==> src/rtl/txs_pkg.sv <==
package txs_pkg;

    localparam int REG_ADDR_W = 8;

    localparam logic [REG_ADDR_W-1:0] ADDR_MASK = 8'h0D;
    localparam logic [REG_ADDR_W-1:0] ADDR_STAT = 8'h0E;
    localparam logic [REG_ADDR_W-1:0] ADDR_DATA = 8'h0F;

    localparam int COND_N = 4;

    // Packed order fixes bit positions: underrun=3, overrun=2, drained=1, vacated=0
    typedef struct packed {
        logic underrun;
        logic overrun;
        logic drained;
        logic vacated;
    } txs_cond_t;

    typedef enum logic {
        SH_IDLE = 1'b0,
        SH_SEND = 1'b1
    } sh_state_t;

    function automatic logic [COND_N-1:0] cond_bits(input txs_cond_t c);
        return {c.underrun, c.overrun, c.drained, c.vacated};
    endfunction

    function automatic txs_cond_t cond_merge(input txs_cond_t a, input txs_cond_t b);
        txs_cond_t r;
        r.underrun = a.underrun | b.underrun;
        r.overrun  = a.overrun  | b.overrun;
        r.drained  = a.drained  | b.drained;
        r.vacated  = a.vacated  | b.vacated;
        return r;
    endfunction

endpackage

==> src/rtl/txs_holding.sv <==
module txs_holding
    import txs_pkg::*;
#(
    parameter int DW = 8
) (
    input  logic          clk,
    input  logic          rst,
    input  logic          wr,
    input  logic [DW-1:0] wdata,
    input  logic          take,
    output logic          valid,
    output logic [DW-1:0] data,
    output txs_cond_t     ev
);

    logic accept;

    // A write lands only when the stage was empty at the start of the cycle
    assign accept = wr && !valid;

    always_comb begin
        ev         = '0;
        ev.overrun = wr && valid;
    end

    always_ff @(posedge clk) begin
        if (rst) begin
            valid <= 1'b0;
            data  <= '0;
        end else begin
            if (take) begin
                valid <= 1'b0;
            end
            if (accept) begin
                valid <= 1'b1;
                data  <= wdata;
            end
        end
    end

    AST_OVF_KEEP: assert property (@(posedge clk) disable iff (rst)
        (valid && wr && !take) |=> (valid && data == $past(data)));

    AST_TAKE_FULL: assert property (@(posedge clk) disable iff (rst)
        take |-> valid);

endmodule

==> src/rtl/txs_shifter.sv <==
module txs_shifter
    import txs_pkg::*;
#(
    parameter int DW = 8
) (
    input  logic          clk,
    input  logic          rst,
    input  logic          start,
    input  logic          tick,
    input  logic          hold_valid,
    input  logic [DW-1:0] hold_data,
    output logic          take,
    output logic          busy,
    output logic          ser_out,
    output txs_cond_t     ev
);

    localparam int CW = $clog2(DW + 1);

    sh_state_t     st;
    logic [DW-1:0] sh;
    logic [CW-1:0] left;
    logic          last;

    assign last    = (left == CW'(1));
    assign busy    = (st == SH_SEND);
    assign ser_out = busy & sh[DW-1];

    always_comb begin
        take = 1'b0;
        ev   = '0;
        if (st == SH_IDLE) begin
            if (start) begin
                if (hold_valid) begin
                    take       = 1'b1;
                    ev.vacated = 1'b1;
                end else begin
                    ev.underrun = 1'b1;
                end
            end
        end else if (tick && last) begin
            if (hold_valid) begin
                take       = 1'b1;
                ev.vacated = 1'b1;
            end else begin
                ev.drained = 1'b1;
            end
        end
    end

    always_ff @(posedge clk) begin
        if (rst) begin
            st   <= SH_IDLE;
            sh   <= '0;
            left <= '0;
        end else if (take) begin
            st   <= SH_SEND;
            sh   <= hold_data;
            left <= CW'(DW);
        end else if (st == SH_SEND && tick) begin
            if (last) begin
                st   <= SH_IDLE;
                left <= '0;
            end else begin
                sh   <= {sh[DW-2:0], 1'b0};
                left <= left - CW'(1);
            end
        end
    end

    AST_BIT_HOLD: assert property (@(posedge clk) disable iff (rst)
        (busy && !tick) |=> (busy && $stable(ser_out)));

    AST_IDLE_STAYS: assert property (@(posedge clk) disable iff (rst)
        (!busy && !start) |=> !busy);

    AST_DONE_IDLE: assert property (@(posedge clk) disable iff (rst)
        ev.drained |=> !busy);

    AST_NO_GAP: assert property (@(posedge clk) disable iff (rst)
        (busy && tick && last && hold_valid) |=> busy);

endmodule

==> src/rtl/txs_irq.sv <==
module txs_irq
    import txs_pkg::*;
(
    input  logic              clk,
    input  logic              rst,
    input  logic              mask_wr,
    input  logic [COND_N-1:0] mask_in,
    input  logic              clr_wr,
    input  logic [COND_N-1:0] clr_bits,
    input  txs_cond_t         ev,
    output logic [COND_N-1:0] mask,
    output logic [COND_N-1:0] flags,
    output logic              irq
);

    logic [COND_N-1:0] ev_bits;
    logic [COND_N-1:0] clr_eff;

    assign ev_bits = cond_bits(ev);
    assign clr_eff = clr_wr ? clr_bits : '0;
    assign irq     = |(flags & mask);

    always_ff @(posedge clk) begin
        if (rst) begin
            mask  <= '0;
            flags <= '0;
        end else begin
            if (mask_wr) begin
                mask <= mask_in;
            end
            flags <= (flags & ~clr_eff) | ev_bits;
        end
    end

    for (genvar i = 0; i < COND_N; i++) begin : g_flag_chk
        AST_FLAG_STICKY: assert property (@(posedge clk) disable iff (rst)
            (flags[i] && !clr_eff[i]) |=> flags[i]);
        AST_EVENT_WINS: assert property (@(posedge clk) disable iff (rst)
            ev_bits[i] |=> flags[i]);
    end

endmodule

==> src/rtl/tx_serializer.sv <==
module tx_serializer
    import txs_pkg::*;
#(
    parameter int DW = 8,
    parameter int AW = REG_ADDR_W
) (
    input  logic          clk,
    input  logic          rst,
    input  logic          bit_tick,
    input  logic          tx_start,
    input  logic          wr_en,
    input  logic [AW-1:0] addr,
    input  logic [DW-1:0] wdata,
    output logic [DW-1:0] rdata,
    output logic          ser_out,
    output logic          tx_busy,
    output logic          irq
);

    logic              sel_mask;
    logic              sel_stat;
    logic              sel_data;
    logic              hold_valid;
    logic [DW-1:0]     hold_data;
    logic              take;
    txs_cond_t         ev_hold;
    txs_cond_t         ev_shift;
    txs_cond_t         ev_all;
    logic [COND_N-1:0] mask;
    logic [COND_N-1:0] flags;

    assign sel_mask = (addr == AW'(ADDR_MASK));
    assign sel_stat = (addr == AW'(ADDR_STAT));
    assign sel_data = (addr == AW'(ADDR_DATA));
    assign ev_all   = cond_merge(ev_hold, ev_shift);

    txs_holding #(.DW(DW)) u_hold (
        .clk   (clk),
        .rst   (rst),
        .wr    (wr_en && sel_data),
        .wdata (wdata),
        .take  (take),
        .valid (hold_valid),
        .data  (hold_data),
        .ev    (ev_hold)
    );

    txs_shifter #(.DW(DW)) u_shift (
        .clk        (clk),
        .rst        (rst),
        .start      (tx_start),
        .tick       (bit_tick),
        .hold_valid (hold_valid),
        .hold_data  (hold_data),
        .take       (take),
        .busy       (tx_busy),
        .ser_out    (ser_out),
        .ev         (ev_shift)
    );

    txs_irq u_irq (
        .clk      (clk),
        .rst      (rst),
        .mask_wr  (wr_en && sel_mask),
        .mask_in  (wdata[COND_N-1:0]),
        .clr_wr   (wr_en && sel_stat),
        .clr_bits (wdata[COND_N-1:0]),
        .ev       (ev_all),
        .mask     (mask),
        .flags    (flags),
        .irq      (irq)
    );

    always_comb begin
        rdata = '0;
        if (sel_mask) begin
            rdata[COND_N-1:0] = mask;
        end else if (sel_stat) begin
            rdata[COND_N-1:0] = flags;
        end
    end

    AST_UNDERFLOW_NO_SEND: assert property (@(posedge clk) disable iff (rst)
        (tx_start && !tx_busy && !hold_valid) |=> !tx_busy);

    AST_MASKED_QUIET: assert property (@(posedge clk) disable iff (rst)
        (mask == '0) |-> !irq);

endmodule

==> config.mk <==
export PLATFORM = sky130hd
export DESIGN_NAME = tx_serializer
export DESIGN_NICKNAME = d
export VERILOG_FILES = /design/src/rtl/txs_pkg.sv /design/src/rtl/txs_holding.sv /design/src/rtl/txs_shifter.sv /design/src/rtl/txs_irq.sv /design/src/rtl/tx_serializer.sv
export SDC_FILE = /design/constraint.sdc
export NUM_CORES = 1
export LEC_CHECK = 0
export BUFFER_PORTS_ARGS = -buffer_cell sky130_fd_sc_hd__clkbuf_2
export CORE_MARGIN = 3
export CORE_UTILIZATION = 30
export CTS_CLUSTER_SIZE = 20
export DETAILED_ROUTE_END_ITERATION = 7
export RECOVER_POWER = 50
export SLEW_MARGIN = 40
export SYNTH_ARGS = -nofsm -noshare
export SYNTH_HDL_FRONTEND = slang
export SYNTH_HIERARCHICAL = 1
export SYNTH_SLANG_ARGS = --single-unit
==> constraint.sdc <==
create_clock -name clk -period 2.1 [get_ports clk]
set_input_delay 0.42 -clock clk [delete_from_list [all_inputs] [get_ports clk]]
set_output_delay 0.42 -clock clk [all_outputs]
set_load 0.05 [all_outputs]
== Word-level counts from Yosys, hierarchy flattened ==
Cells that the tools add are included.

* Register bits: 30
* Input port bits: 21
* Output and inout bits: 11
* Logic and storage cells: 58

* $add $sub $neg: 1
* Equality and inequality tests: 5
* Mux-type cells: 24
* Bitwise logic cells: 5
* Reductions and logical operators: 15

{| class="wikitable"
|+ Operator list
! kind !! number
|-
| equality test 8 x 4 -> 1 bit (second input constant) || 3
|-
| two-way mux 4 bit || 6
|-
| two-way mux 8 bit || 3
|-
| two-way mux 1 bit || 14
|-
| bitwise AND 4 bit || 2
|-
| logical AND 1 bit || 7
|-
| nonzero test 2 bit || 3
|-
| equality test 4 x 1 -> 1 bit (second input constant) || 1
|-
| inverter 4 bit || 1
|-
| OR 4 bit || 1
|-
| AND reduction 2 bit || 2
|-
| OR reduction 4 bit || 1
|-
| subtractor 4 x 1 -> 4 bit (second input constant) || 1
|-
| two-way mux 2 bit || 1
|-
| inequality test 2 bit (second input constant) || 1
|-
| OR reduction 2 bit || 1
|-
| bitwise AND 1 bit || 1
|-
| zero test 1 bit || 1
|}

== Depth between registers and ports, before layout ==
Gate-level depths: netlist of run 1.

* Depth after elaboration: 6
* Depth in mapped cells: 10
* Mapped depth without buffers: 8

== Cells and area by module ==
Netlist of run 1, hierarchy kept.

{| class="wikitable"
|+ Modules (own cells, without submodules)
! module !! instances !! cells each !! area an instance (sq um) !! seq. area each (sq um)
|-
| txs_shifter || 1 || 78 || 724.4 || 260.2
|-
| txs_holding || 1 || 44 || 437.9 || 180.2
|-
| txs_irq || 1 || 33 || 315.3 || 160.2
|-
| tx_serializer || 1 || 30 || 236.5 || 0.0
|}

== Worst setup path after synthesis of run 1 ==
No wires, ideal clock.

* Kind: input -> output
* Start point: input addr[4]
* End point: output rdata[3]
* Data arrival time: 3150 ps
* Data required time: 1680 ps
* Setup slack: -1470 ps
* Stages on the path: 2
* Cells stage by stage: nand4bb_2 a2111oi_0

* Longest elaborated chain between the ends: 3
* Elaborated cells on any way between the ends: 4
* Classes of those cells: eq/ne (2); mux (2)

{| class="wikitable"
|+ Ends and longest elaborated chain
! what !! line !! source
|-
| start, declared || tx_serializer.sv:12 || <nowiki>input logic [AW-1:0] addr,</nowiki>
|-
| equality test 8 x 4 -> 1 bit || tx_serializer.sv:33 || <nowiki>assign sel_stat = (addr == AW'(ADDR_STAT));</nowiki>
|-
| two-way mux 4 bit || tx_serializer.sv:78 || <nowiki>end else if (sel_stat) begin</nowiki>
|-
| two-way mux 4 bit (*) || tx_serializer.sv:76 || <nowiki>if (sel_mask) begin</nowiki>
|-
| end, declared || tx_serializer.sv:14 || <nowiki>output logic [DW-1:0] rdata,</nowiki>
|}

Every way passes the cells marked *; elsewhere a longest branch is shown, timed or not.

== Worst setup path in the final report of run 1 ==
* Start point: input addr[4]
* End point: output rdata[0]

Same word-level chain as after synthesis.

==> results of run 1 <==
[Yosys cell counts (2+ instances only)]
cell type | number | area [um2]
dfxtp_1 | 30 | 601
mux2i_1 | 4 | 40.0
a311oi_1 | 4 | 35.0
or3b_1 | 2 | 17.5
nand3b_1 | 12 | 90.1
a211oi_1 | 2 | 15.0
conb_1 | 3 | 11.3
a22oi_1 | 2 | 15.0
nand3_1 | 5 | 25.0
a2111oi_1 | 2 | 20.0
buf_6 | 3 | 33.8
o221a_1 | 7 | 78.8
nor3_1 | 2 | 10.0
buf_2 | 2 | 10.0
nand2_1 | 4 | 15.0
inv_1 | 14 | 52.6
buf_4 | 13 | 97.6
nand2b_1 | 8 | 50.1
nand4bb_1 | 8 | 90.1
nor4_1 | 3 | 18.8
or2_2 | 4 | 25.0
a31oi_1 | 8 | 50.1
ha_1 | 2 | 25.0
nor2_1 | 12 | 45.0
o21ai_1 | 9 | 45.0
and2_1 | 4 | 25.0
[power groups by stage]
stage,clock network (mW),registers (mW),logic (mW)
global route,0.768,0.581,0.104
global placement,0,0.593,0.0940
CTS,0.744,0.580,0.0952
finish,0.726,0.580,0.0945
detailed placement,0,0.593,0.0950
floorplan,0,0.592,0.0737
[layer usage]
metal	global-route usage (%)	vias up	share of wire [%]
li1	-	714	-
met1	14.8	625	48
met2	19.1	28	44
met3	3.07	7	5.7
met4	5.48	0	1.7
met5	0	-	0
[area by class of cell]
cell class                 instances  area (um2)
tap                               70        87.6
fill                             524        3280
sequential                        30         601
inverter                          15        56.3
clock inverter                     2        60.1
multi-input combinational        125         947
timing repair buffer              35         184
clock buffer                       6        82.6
[kinds of logic (layout without fill, tap and decap cells)]
group | count (synthesis) | after routing | share of synthesized area [%]
other cells | 3 | 8 | 0.657
fa+ha+maj | 2 | 2 | 1.46
simple gates | 68 | 68 | 26.7
compound gates | 43 | 43 | 21.8
flops | 30 | 30 | 35.0
mux | 4 | 4 | 2.34
buf+inv | 35 | 58 | 12.0
[per-stage QoR]
step	util, %	power, mW	instances	hold slack [ns]
after CTS	38.4	1.42	283	0.360
after global placement	35.7	0.687	275	0.456
after floorplan	-	0.665	190	0.442
after detailed placement	35.7	0.688	275	0.457
final	38.1	1.40	283	0.371
after global routing	38.1	1.45	283	0.367
[worst max path at each step]
stage | from | endpoint
after floorplan | addr[0] | rdata[1]
after global placement | addr[4] | rdata[0]
after detailed placement | addr[4] | rdata[0]
after CTS | addr[4] | rdata[0]
after global routing | u_shift/left[0] | u_irq/flags[0]
final | addr[4] | rdata[0]
[worst register-to-register path: cells and delay by family, from the launching register on]
| family | cells | cell delay [ns] |
|---|---|---|
| simple gates | 2 | 0.61 |
| compound gates | 2 | 0.48 |
| flops | 1 | 0.40 |
| fa+ha+maj | 1 | 0.21 |
| buf+inv | 2 | 0.16 |
[registers in the layout (all words and copies together) (netlist names)]
signal / cells
u_hold/data: 8
u_shift/sh: 8
u_irq/flags: 4
u_irq/mask: 4
u_shift/left: 4
u_hold/valid: 1
u_shift/busy: 1
==> flow_summary_export.csv, run 1 <==
group,metric,value,unit
run_status,status,"completed",
worst_setup_path,arrival,1.58,ns
finish,mostFrequentLayoutCell,"dfxtp_1",
floorplan,dieArea,6660,um2
timing,fmax,0.501,GHz
power_and_ir_drop,p_int,1.12,mW
worst_setup_path,crit_top_cell,"clkbuf_2",
power_and_ir_drop,p_leak,0.713,nW
clocking,clock-sinks,30,
routing,drtAntennaViolNets,0,
logic_synthesis,synth_area,1710,um2
clocking,clkLatencyLatePin,0.28,ns
timing,slew_violations,0,
timing,rsz0062_at_grt,"false",
finish,drive_above_1_share,23.9,%
clocking,cts_resized,0,
worst_setup_path,r2r_slack,0.15,ns
place,dp_hpwl,2700,um
worst_setup_path,cp.required,1.68,ns
power_and_ir_drop,cellPowerDensity,694,nW/um2
hold_path,hp-class,"input port to register",
finish,nets,235,
global_routing,grt_start_max_net_pins,40,
worst_setup_path,start_kind,"input port",
timing,finClkSkew,0.00806,ns
run,drv_cap,0,
worst_setup_path,slowest_delay,0.34,ns
finish,design_area,2020,um2
global_routing,antenna_found_initial,0,
power_and_ir_drop,share_seq_of_total_power,41.4,%
floorplan,coreArea,5300,um2
clocking,cts_tree,"done",
timing,hold_viol,0,
routing,vias,1374,
worst_setup_path,r2r-start,"u_shift/left[0]",
clocking,cts.clk_slew.worst_paths,0.06,ns
worst_setup_path,crit_path_top_delay_cell,"nand4bb_2",
timing,worst_pin_slew,0.727,ns
global_routing,grt_pass1_vias,1300,
power_and_ir_drop,vdd_drop_max,0.000353,V
clocking,clk_path_buf_depth,2,
power_and_ir_drop,switchingPower,284,uW
global_routing,grt_pass1_wl,6070,um
worst_setup_path,path_buf_inv,3,
clocking,postCtsSetupRepairBufs,0,
timing,period_share,95.1,%
clocking,cts_made_buffers,5,
power_and_ir_drop,share_comb_of_total_power,6.7,%
logic_synthesis,yosys_most_used_dff,"dfxtp_1",
worst_setup_path,path_class,"input port to primary output",
place,gp_congestion,0.791,
timing,setup-violations-final,0,
floorplan,ios,32,
timing,fin_tns_setup,0,ns
worst_setup_path,crit_chain,"clkbuf_2 -> nand4bb_2 -> clkbuf_1 -> a2111oi_4 -> clkbuf_2",
worst_setup_path,end_kind,"primary output",
routing,drtIter0Drc,80,
hold_path,min_from,"wdata[0]",
clocking,clockRootBuffer,"clkbuf_8",
global_routing,grtUsageTotal,11.8,%
timing,setup_ws,0.103,ns
routing,via_per_inst,4.86,
routing,post_drt_wl_per_cell,13.3,um
worst_setup_path,rr_worst_depth,7,
power_and_ir_drop,power_frac_clock,51.8,%
worst_setup_path,cp_top_family,"buffers and inverters",
floorplan,chipWidth,81.6,um
logic_synthesis,syn_area_per_cell,9.27,um2
routing,first_pass_iters,4,
finish,area_growth,17.7,%
logic_synthesis,synth_edf_count,0,
global_routing,overflow,0,
worst_setup_path,worstSetupPathDepth,5,
logic_synthesis,ys_types,42,
logic_synthesis,async_flop_share,0,%
place,portBuffers,27,
hold_path,hold-path-endpoint,"u_irq/flags[0]",
floorplan,fp-row-count,26,
floorplan,start_util,32.3,%
timing,min_period,2.00,ns
timing,maxSlewHeadroom,51.5,%
worst_setup_path,cp_max_fo,5,
logic_synthesis,ys_seq_area_share,35.0,%
routing,wl,3750,um
logic_synthesis,ys_warn_count,6,
logic_synthesis,ys_ff_latch,30,
place,pre_cts_slack,0.0955,ns
finish,diodes,0,
worst_setup_path,reg2reg_to,"u_irq/flags[0]",
power_and_ir_drop,netSwitchingFraction,20.3,%
routing,route.detailed.drc,0,
logic_synthesis,syn_inst,185,
floorplan,die_height,81.6,um
finish,mostFrequentLayoutCells,"dfxtp_1, clkbuf_2, inv_1",
place,placed_cell_area,1890,um2
hold_path,holdPathStages,2,
clocking,htreeDepth,2,
clocking,ctsHoldBuffers,0,
(Power assumes the default switching activity.)
==> run 2: changes to the inputs <==
--- a/config.mk
+++ b/config.mk
@@ -6,6 +6,7 @@
 export NUM_CORES = 1
 export LEC_CHECK = 0
 export BUFFER_PORTS_ARGS = -buffer_cell sky130_fd_sc_hd__clkbuf_2
+export CORE_ASPECT_RATIO = 0.75
 export CORE_MARGIN = 3
 export CORE_UTILIZATION = 30
 export CTS_CLUSTER_SIZE = 20
==> flow_summary_export.csv, run 2 (synthesis gave the netlist of run 1 again) <==
group,metric,value,unit
worst_setup_path,rr_worst_depth,7,
finish,area_growth,17.7,%
worst_setup_path,cp.required,1.68,ns
timing,finClkSkew,0.00501,ns
clocking,postCtsSetupRepairBufs,0,
routing,first_pass_iters,4,
clocking,ctsHoldBuffers,0,
power_and_ir_drop,vdd_drop_max,0.000369,V
routing,post_drt_wl_per_cell,13.0,um
floorplan,chipWidth,93.3,um
finish,fillers,562,
timing,fmax,0.508,GHz
place,placed_cell_area,1900,um2
place,gp_congestion,0.765,
worst_setup_path,r2r_slack,0.18,ns
routing,drtAntennaViolNets,0,
timing,min_period,1.97,ns
timing,setup_ws,0.131,ns
timing,rsz0062_at_grt,"false",
floorplan,fp-row-count,23,
worst_setup_path,reg2reg_to,"u_irq/flags[0]",
clocking,clkLatencyLatePin,0.28,ns
worst_setup_path,arrival,1.55,ns
place,dp_hpwl,2680,um
worst_setup_path,path_class,"input port to primary output",
global_routing,grtUsageTotal,11.9,%
clocking,cts_resized,0,
hold_path,hold-path-endpoint,"u_irq/flags[2]",
worst_setup_path,cp_max_fo,4,
clocking,cts_tree,"done",
place,portBuffers,27,
clocking,cts_made_buffers,5,
global_routing,grt_pass1_wl,6350,um
finish,design_area,2020,um2
routing,vias,1404,
worst_setup_path,start_kind,"input port",
timing,slew_violations,0,
power_and_ir_drop,power,1.41,mW
floorplan,coreArea,5440,um2
run_status,status,"completed",
routing,via_per_inst,4.88,
clocking,clock-sinks,30,
finish,mostFrequentLayoutCells,"dfxtp_1, clkbuf_2, inv_1",
finish,top_regs,"u_hold/data x8, u_shift/sh x8",
floorplan,die_height,71.5,um
routing,route.detailed.drc,0,
clocking,clockRootBuffer,"clkbuf_8",
power_and_ir_drop,p_leak,0.706,nW
finish,multi_input_comb_area,947,um2
finish,fin_util,37.1,%
place,pre_cts_slack,0.159,ns
worst_setup_path,end_kind,"primary output",
global_routing,grt_pass1_vias,1247,
global_routing,grt_start_max_net_pins,40,
timing,maxSlewHeadroom,51.5,%
floorplan,dieArea,6670,um2
routing,drtIter0Drc,79,
finish,nets,235,
global_routing,overflow,0,
run,drv_cap,0,
worst_setup_path,r2r-start,"u_shift/left[0]",
floorplan,ios,32,
timing,hold_viol,0,
finish,diodes,0,
timing,period_share,93.8,%
finish,seqCellArea,601,um2
timing,worst_pin_slew,0.727,ns
global_routing,antenna_found_initial,0,
clocking,clk_path_buf_depth,2,
clocking,cts.clk_slew.worst_paths,0.06,ns
hold_path,min_from,"wdata[2]",
timing,setup-violations-final,0,
finish,mostFrequentLayoutCell,"dfxtp_1",
hold_path,hp-class,"input port to register",
hold_path,holdPathStages,2,
clocking,htreeDepth,2,
power_and_ir_drop,cellPowerDensity,698,nW/um2
floorplan,start_util,31.5,%
finish,drive_above_1_share,23.5,%
routing,wl,3760,um
timing,hold-worst-slack,0.378,ns
[run 2: layout make-up]
type,instances,share of cell area [%]
clock inverters,2,2.98
multi-input cells,125,46.9
flip-flops and latches,30,29.8
clock buffers,6,4.09
inverters,15,2.79
repair buffers,35,8.80
well taps,75,4.65
[run 2: power breakdown]
group          switching, mW  leakage, nW  internal [mW]
sequential           0.00499        0.243          0.575
clock                  0.228       0.0714          0.506
combinational         0.0592        0.391         0.0355
total                  0.292        0.706           1.12
[run 2: layer usage]
layer | global-route usage, % | part of all wire [%] | up-vias | routed length (um)
met5 | 0 | 0 | - | 0
met4 | 3.41 | 0.75 | 0 | 28
met3 | 3.57 | 7.0 | 4 | 262
met2 | 15.1 | 39 | 35 | 1450
met1 | 19.0 | 54 | 650 | 2010
li1 | - | - | 715 | -
[run 2: worst max-delay path by stage]
stage,cells past startpoint,endpoint,slack (ns),start
detailed placement,5,rdata[3],0.16,addr[4]
floorplan,3,rdata[1],-0.15,addr[0]
global route,8,u_irq/flags[0],0.03,u_shift/left[1]
CTS,5,rdata[3],0.16,addr[4]
global placement,5,rdata[3],0.17,addr[4]
finish,5,rdata[3],0.13,addr[4]
[run 2: critical path: stages]
cell	delay, ns
clkbuf_2	0.07
nand4bb_2	0.29
clkbuf_1	0.21
a2111oi_2	0.22
clkbuf_2	0.33
[run 2: per-stage QoR]
step	std cells	setup TNS, ns
detailed placement	280	0
CTS	288	0
floorplan	190	-0.449
global route	288	0
finish	288	0
global placement	280	0
